File: config.mk
export PLATFORM = sky130hd
export DESIGN_NAME = zoned_majority_adder
export DESIGN_NICKNAME = d
export VERILOG_FILES = /design/src/rtl/zma_pkg.sv /design/src/rtl/zma_phase_seq.sv /design/src/rtl/zma_zone.sv /design/src/rtl/zoned_majority_adder.sv
export SDC_FILE = /design/constraint.sdc
export NUM_CORES = 1
export LEC_CHECK = 0
export BUFFER_PORTS_ARGS = -buffer_cell sky130_fd_sc_hd__buf_2
export CORE_ASPECT_RATIO = 1.4
export CORE_MARGIN = 5
export CORE_UTILIZATION = 60
export DETAILED_ROUTE_END_ITERATION = 6
export PLACE_DENSITY = 0.83
export SETUP_SLACK_MARGIN = 0.4
export SLEW_MARGIN = 15
export SYNTH_ARGS = -nofsm -noshare
export SYNTH_HDL_FRONTEND = slang
export SYNTH_SLANG_ARGS = --single-unit
File: constraint.sdc
create_clock -name clk -period 3.65 [get_ports clk]
set_clock_uncertainty 0.05 [all_clocks]
set_input_delay 0.9125 -clock clk [delete_from_list [all_inputs] [get_ports clk]]
set_output_delay 0.9125 -clock clk [all_outputs]
set_load 0.02 [all_outputs]
File: src/rtl/zma_pkg.sv
package zma_pkg;

    typedef enum logic [1:0] {
        PH_SWITCH  = 2'd0,
        PH_HOLD    = 2'd1,
        PH_RELEASE = 2'd2,
        PH_RELAX   = 2'd3
    } phase_t;

    // cell code: 00 neutral, 10 logic 0, 11 logic 1
    localparam logic [1:0] CELL_NEUTRAL = 2'b00;

    function automatic logic [1:0] cell_of(input logic b);
        return {1'b1, b};
    endfunction

    function automatic logic [1:0] cell_not(input logic [1:0] x);
        return x[1] ? {1'b1, ~x[0]} : CELL_NEUTRAL;
    endfunction

    function automatic logic [1:0] cell_maj(input logic [1:0] x,
                                            input logic [1:0] y,
                                            input logic [1:0] z);
        logic v;
        v = (x[0] & y[0]) | (x[0] & z[0]) | (y[0] & z[0]);
        return (x[1] & y[1] & z[1]) ? {1'b1, v} : CELL_NEUTRAL;
    endfunction

    function automatic phase_t phase_next(input phase_t p);
        phase_t n;
        unique case (p)
            PH_SWITCH:  n = PH_HOLD;
            PH_HOLD:    n = PH_RELEASE;
            PH_RELEASE: n = PH_RELAX;
            PH_RELAX:   n = PH_SWITCH;
            default:    n = PH_RELAX;
        endcase
        return n;
    endfunction

endpackage

File: src/rtl/zma_phase_seq.sv
module zma_phase_seq #(
    parameter int TICKS_PER_PHASE = 4,
    parameter int ZONES           = 4
) (
    input  logic                 clk,
    input  logic                 rst_n,
    output logic [2*ZONES-1:0]   zone_phase
);
    import zma_pkg::*;

    localparam int CW = (TICKS_PER_PHASE > 1) ? $clog2(TICKS_PER_PHASE) : 1;

    logic [CW-1:0]    cnt;
    logic             tick;
    logic [ZONES-1:0] started;
    phase_t           ph [ZONES];

    assign tick = (cnt == CW'(TICKS_PER_PHASE - 1));

    always_ff @(posedge clk) begin
        if (!rst_n || tick) cnt <= '0;
        else                cnt <= cnt + 1'b1;
    end

    for (genvar k = 0; k < ZONES; k++) begin : g_zone
        logic ready;
        if (k == 0) begin : g_first
            assign ready = 1'b1;
        end else begin : g_rest
            assign ready = started[k-1];
        end

        always_ff @(posedge clk) begin
            if (!rst_n) begin
                started[k] <= 1'b0;
                ph[k]      <= PH_RELAX;
            end else if (tick) begin
                if (started[k]) begin
                    ph[k] <= phase_next(ph[k]);
                end else if (ready) begin
                    started[k] <= 1'b1;
                    ph[k]      <= PH_SWITCH;
                end
            end
        end

        assign zone_phase[2*k +: 2] = ph[k];
    end

endmodule

File: src/rtl/zma_zone.sv
module zma_zone #(
    parameter int CELLS = 3
) (
    input  logic                 clk,
    input  logic                 rst_n,
    input  zma_pkg::phase_t      phase,
    input  logic [2*CELLS-1:0]   eval,
    output logic [2*CELLS-1:0]   cells
);
    import zma_pkg::*;

    always_ff @(posedge clk) begin
        if (!rst_n) begin
            cells <= '0;
        end else begin
            unique case (phase)
                PH_SWITCH:             cells <= eval;
                PH_HOLD:               cells <= cells;
                PH_RELEASE, PH_RELAX:  cells <= '0;
                default:               cells <= '0;
            endcase
        end
    end

endmodule

File: src/rtl/zoned_majority_adder.sv
module zoned_majority_adder #(
    parameter int TICKS_PER_PHASE = 4
) (
    input  logic       clk,
    input  logic       rst_n,
    input  logic       a_in,
    input  logic       b_in,
    input  logic       c_in,
    output logic       sum_out,
    output logic       sum_valid,
    output logic       carry_out,
    output logic       carry_valid,
    output logic [7:0] zone_phase
);
    import zma_pkg::*;

    localparam int ZONES = 4;

    logic [5:0] z0_eval, z0_cells;   // {a, b, cin}
    logic [5:0] z1_eval, z1_cells;   // {carry, cin, inner vote}
    logic [1:0] z2_eval, z2_cells;   // {sum}

    zma_phase_seq #(
        .TICKS_PER_PHASE(TICKS_PER_PHASE),
        .ZONES          (ZONES)
    ) u_seq (
        .clk       (clk),
        .rst_n     (rst_n),
        .zone_phase(zone_phase)
    );

    // zone 0: operand capture from the pins
    always_comb begin
        z0_eval = {cell_of(a_in), cell_of(b_in), cell_of(c_in)};
    end

    // zone 1: carry vote and inner vote with inverted carry-in
    always_comb begin
        z1_eval = {cell_maj(z0_cells[5:4], z0_cells[3:2], z0_cells[1:0]),
                   z0_cells[1:0],
                   cell_maj(z0_cells[5:4], z0_cells[3:2], cell_not(z0_cells[1:0]))};
    end

    // zone 2: sum vote with inverted carry
    always_comb begin
        z2_eval = cell_maj(cell_not(z1_cells[5:4]), z1_cells[3:2], z1_cells[1:0]);
    end

    zma_zone #(.CELLS(3)) u_z0 (
        .clk(clk), .rst_n(rst_n), .phase(phase_t'(zone_phase[1:0])),
        .eval(z0_eval), .cells(z0_cells));

    zma_zone #(.CELLS(3)) u_z1 (
        .clk(clk), .rst_n(rst_n), .phase(phase_t'(zone_phase[3:2])),
        .eval(z1_eval), .cells(z1_cells));

    zma_zone #(.CELLS(1)) u_z2 (
        .clk(clk), .rst_n(rst_n), .phase(phase_t'(zone_phase[5:4])),
        .eval(z2_eval), .cells(z2_cells));

    always_comb begin
        carry_valid = (phase_t'(zone_phase[3:2]) == PH_HOLD);
        sum_valid   = (phase_t'(zone_phase[5:4]) == PH_HOLD);
        carry_out   = carry_valid & z1_cells[5] & z1_cells[4];
        sum_out     = sum_valid & z2_cells[1] & z2_cells[0];
    end

endmodule

Yosys cells after proc, flatten, opt, wreduce, memory -nomap -nowiden

Memories as Yosys holds them, arrays and structs flattened.
Cells that the tools add are included.

Flip-flop bits (word level): 20
Memory bits (writable): 8
Bits of input ports: 5
Output and inout port bits: 12
Logic and storage cells: 133
Memories kept: 1

Memory list:

| memory   | words | width | rd ports | clocked after memory_dff | wr ports | line                | source |
|---|---|---|---|---|---|---|---|
| u_seq.ph | 4     | 2     | 4        | 0                        | 4        | zma_phase_seq.sv:16 | `phase_t ph [ZONES];` |

$add $sub $neg: 1
Equal/unequal tests: 13
Muxes and demuxes: 68
Bitwise gates (word level): 33
Reductions and logical operators: 9

Operators by type and width:

| operator                                       | number |
|---|---|
| 2-to-1 mux 2 bit                               | 25 |
| 2-to-1 mux 1 bit                               | 36 |
| case mux 2 bit (4 select lines)                | 4 |
| case mux 6 bit (2 select lines)                | 2 |
| == test 2 bit (second input constant)          | 9 |
| bitwise AND 1 bit                              | 17 |
| OR 1 bit                                       | 14 |
| == test 2 x 1 -> 1 bit (second input constant) | 4 |
| zero test 2 bit                                | 4 |
| OR reduction 2 bit                             | 3 |
| case mux 2 bit (2 select lines)                | 1 |
| adder 2 x 1 -> 2 bit (second input constant)   | 1 |
| inverter 1 bit                                 | 2 |
| zero test 1 bit                                | 1 |
| logical OR 1 bit                               | 1 |

Longest topological paths before layout

An unclocked memory read counts as a cell.

Word-level depth: 8
Gate-level depth with buffers: 6
Mapped depth without buffers: 5

Cells and area by module

Synthesis repeated with hierarchy kept, for this count alone.

Cells, all modules: 138
Area total of the unflattened synthesis: 1,343.8 sq um

Modules (own cells, without submodules):

| module               | times used | cells each | area an instance (sq um) |
|---|---|---|---|
| zma_phase_seq        | 1          | 72         | 720.7 |
| zma_zone (u_z0 ...)  | 2          | 20         | 220.2 |
| zoned_majority_adder | 1          | 19         | 108.9 |
| zma_zone (u_z2)      | 1          | 7          | 73.8 |

Worst setup path before layout

Ideal clock, no wire load.

Path type: register to output
From: memory u_seq.ph[1][1] (netlist name)
To: output port carry_out
Arrival time: 1.362 ns
Slack: 1.326 ns
Cell stages (with the launch flop): 4
Buffers on the path: 0
Cells stage by stage: edfxtp_1 > inv_1 > ha_1 > and3_1

RTL lines:

| element     | line                       | source |
|---|---|---|
| from (decl) | zma_phase_seq.sv:16        |  |
| to (decl)   | zoned_majority_adder.sv:11 | `output logic carry_out,` |

==> metrics.md <==
| Metric | Value |
|---|---|
| Status | finished, final reports clean |
| Register area share after synthesis | 45.0% |
| Syn_area_per_cell | 9.88 um2 |
| Routed WL | 1980 um |
| Clock Pin Slew Worst Setup and Hold Paths | 130 ps |
| Placed Cells | 157 |
| Area leader, netlist | dfxtp_1 |
| Initial antenna violation count | 0 |
| Setup repair bufs after CTS | 0 |
| Diodes inserted | 0 |
| Synth unique cells | 27 |
| Post-synth ARST share | 0% |
| Simple-gate share of the synthesized area | 18.7% |
| Met1 Use GR | 15.1% |
| Gr ovfl total | 0 |
| Hold-fix buffers, CTS | 0 |
| Max clock buf depth | 2 |
| Post-DRT Antenna Nets | 0 |
| Yosys warning total | 0 |
| Grt peak-use layer | met2 |
| Final std cells w/o fill | 161 |
| Top cells by count, synth | 16 x dfxtp_1, 15 x ha_1, 13 x a21oi_1, 10 x nor2b_1, 9 x inv_1 |
| Met3 Track Usage GR | 2.56% |
| First-pass GRT wire length | 3630 um |
| Clock buffer count from CTS | 3 |
| DRT iter0 DRCs | 16 |
| Minimum clock period | 2520 ps |
| Synth top area cells | dfxtp_1 26%, edfxtp_1 19%, ha_1 15% |
| Share of the synthesized area in the top cell type | 25.7% |
| Clock network fraction of total power | 26.7% |
| Setup TNS | 0 ps |
| Cell area after placement | 1320 um2 |
| Unrepaired setup endpoints after global routing | false |
| All-Layer GR Usage | 14.2% |
| Ports | 17 |
| CP startpoint kind | register |
| NetSw | 0.0000920 W |
| Final setup vio count | 0 |
| Residual DRC count | 0 |
| Power Density | 313 nW/um2 |
| # fillers | 163 |
| Avg WL per Cell | 12.3 um |
| Leakage | 0.584 nW |
| Period utilization | 69.0% |
| Most common cell in the netlist | dfxtp_1 |
| WP data required | 2690 ps |
| Register bit total from synthesis | 24 |
| Final Hold Viols | 0 |
| Max Cap Viol | 0 |
| Cells after synthesis | 126 |
| CTS tree | built |
| H-Tree Depth | 1 |
| HP Class | reg2reg |
| Post-route cell area | 1350 um2 |
| Sink Count | 24 |
| Die H | 63.9 um |
| PortBufs | 16 |
| Dpl ws | 1480 ps |
| Dpl hpwl | 1540 um |
| Post-Synth XOR/XNOR Area | 0% |
| Cell Area, Synth | 1240 um2 |
| GPL Wtd Cong | 0.735 |
| Flop pwr share | 67.3% |
| Switching Share | 21.7% |
| Worst-Margin Slew | 389 ps |
| Gate power share | 6.0% |
| Root buf cell | clkbuf_4 |
| Worst IR Drop VDD | 0.255 mV |
| Synth Flop Type | dfxtp_1 |
| Largest net degree at the start of global routing | 26 |
| Layout cells sized above 1 | 16.4% |
| Row count | 19 |
| Number of synthesized flops with an enable pin | 8 |
| Setup crit end kind | primary output |
| Clk_lat worst skew | 310 ps |
| Met2 Use GR | 26.6% |
| Total core area | 1970 um2 |
| Largest family of logic cells by synthesized area | simple AND/OR/NAND/NOR gates |
| Adder-cell share of the synthesized area | 15.1% |
| Starting density of the core | 63.1% |
| Vias in the first global route | 868 |
| Critical path peak fanout | 8 |
| FMAX | 397 MHz |
| Multiplexer area fraction after synthesis | 2.71% |
| CP Class | reg2out |
| Nets | 161 |
| Via Count | 886 |
| Post-synthesis compound-gate area fraction | 13.6% |
| R2R Setup Slk | 2070 ps |
| Vias per cell | 5.50 |
| Area growth from synthesis to layout | 8.44% |
| Syn_nets | 146 |
| Cell internal pwr | 0.000331 W |
| Arrival time worst endpoint | 1560 ps |
| Post_cts resized | 0 |
| Slew Limit Fails | 0 |
| Rel. slew slack | 73.7% |
| Post-route worst setup slack | 1130 ps |
| Tot Pwr | 0.000423 W |
| Die X | 48.5 um |
| TritonRoute pass-1 iters | 4 |
| Die Area | 3100 um2 |
## cell type report
class | instances | area, um2 | share of cell area, %
clock buffer | 3 | 22.5 | 1.67
clock inverter | 1 | 3.75 | 0.278
sequential | 24 | 561 | 41.5
multi-input combinational | 87 | 623 | 46.2
timing repair buffer | 16 | 80.1 | 5.93
inverter | 9 | 33.8 | 2.50
tap | 21 | 26.3 | 1.95
## metrics by stage
step	hold WS (ps)	utilization [%]
after floorplan	349	-
after global routing	423	68.4
after detailed placement	365	67.1
after CTS	388	68.4
final	388	68.4
after global placement	357	67.1
## worst max-delay path, stage by stage, from the launching register on
cell,delay [ps]
edfxtp_1,460
inv_1,110
ha_1,330
and3_1,200
buf_2,160
## power by group through the flow
stage | logic (W) | registers (W) | clock network (W)
after floorplan | 0.0000192 | 0.000290 | 0
after global placement | 0.0000246 | 0.000290 | 0
after global routing | 0.0000297 | 0.000286 | 0.000133
after CTS | 0.0000259 | 0.000285 | 0.000117
final | 0.0000253 | 0.000285 | 0.000113
after detailed placement | 0.0000258 | 0.000291 | 0
## per-layer routing
layer,vias to the layer above,routed length [um]
li1,461,-
met1,411,832
met2,10,1050
met3,4,59
met4,0,40
met5,-,0
## layout by cell type (no fill, tap or decap), types with 2 or more instances in the layout
cell type	synthesis	routed
buf_2	4	16
a21oi_1	13	13
nand3_1	6	6
ha_1	15	15
o21a_1	2	2
nor4b_1	3	3
nor2_1	8	8
mux2_2	2	2
o21ai_1	3	3
nor2b_1	10	10
dfxtp_1	16	16
clkbuf_4	0	3
nand2_1	6	6
edfxtp_1	8	8
and3_1	3	3
o21ai_0	6	6
inv_1	9	9
## state kept, by name (all words and copies together), names as in the netlist
register,flops
u_z0.cells,4
u_seq.g_zone.ready,3
u_seq.started,1
u_z1.cells,4
u_seq.ph,8
u_z2.cells,2
u_seq.cnt,2
## cells by family after synthesis
| logic type | Yosys count |
|---|---|
| muxes | 3 |
| and+or+nand+nor | 40 |
| DFF | 24 |
| AOI/OAI and AO/OA | 29 |
| adders and majority gates | 15 |
| buffers and inverters | 15 |
## final timing paths
path,start,to,cells past startpoint
max,u_seq.ph[1][1]$_SDFFCE_PP0P_,carry_out,4
min,u_seq.cnt[0]$_SDFF_PP0_,u_seq.cnt[0]$_SDFF_PP0_,1
max reg2reg,u_seq.ph[1][0]$_SDFFCE_PP0P_,u_z1.cells[0]$_SDFFE_PN0P_,4
min reg2reg,u_seq.cnt[0]$_SDFF_PP0_,u_seq.cnt[0]$_SDFF_PP0_,1
(Power assumes the default switching activity.)
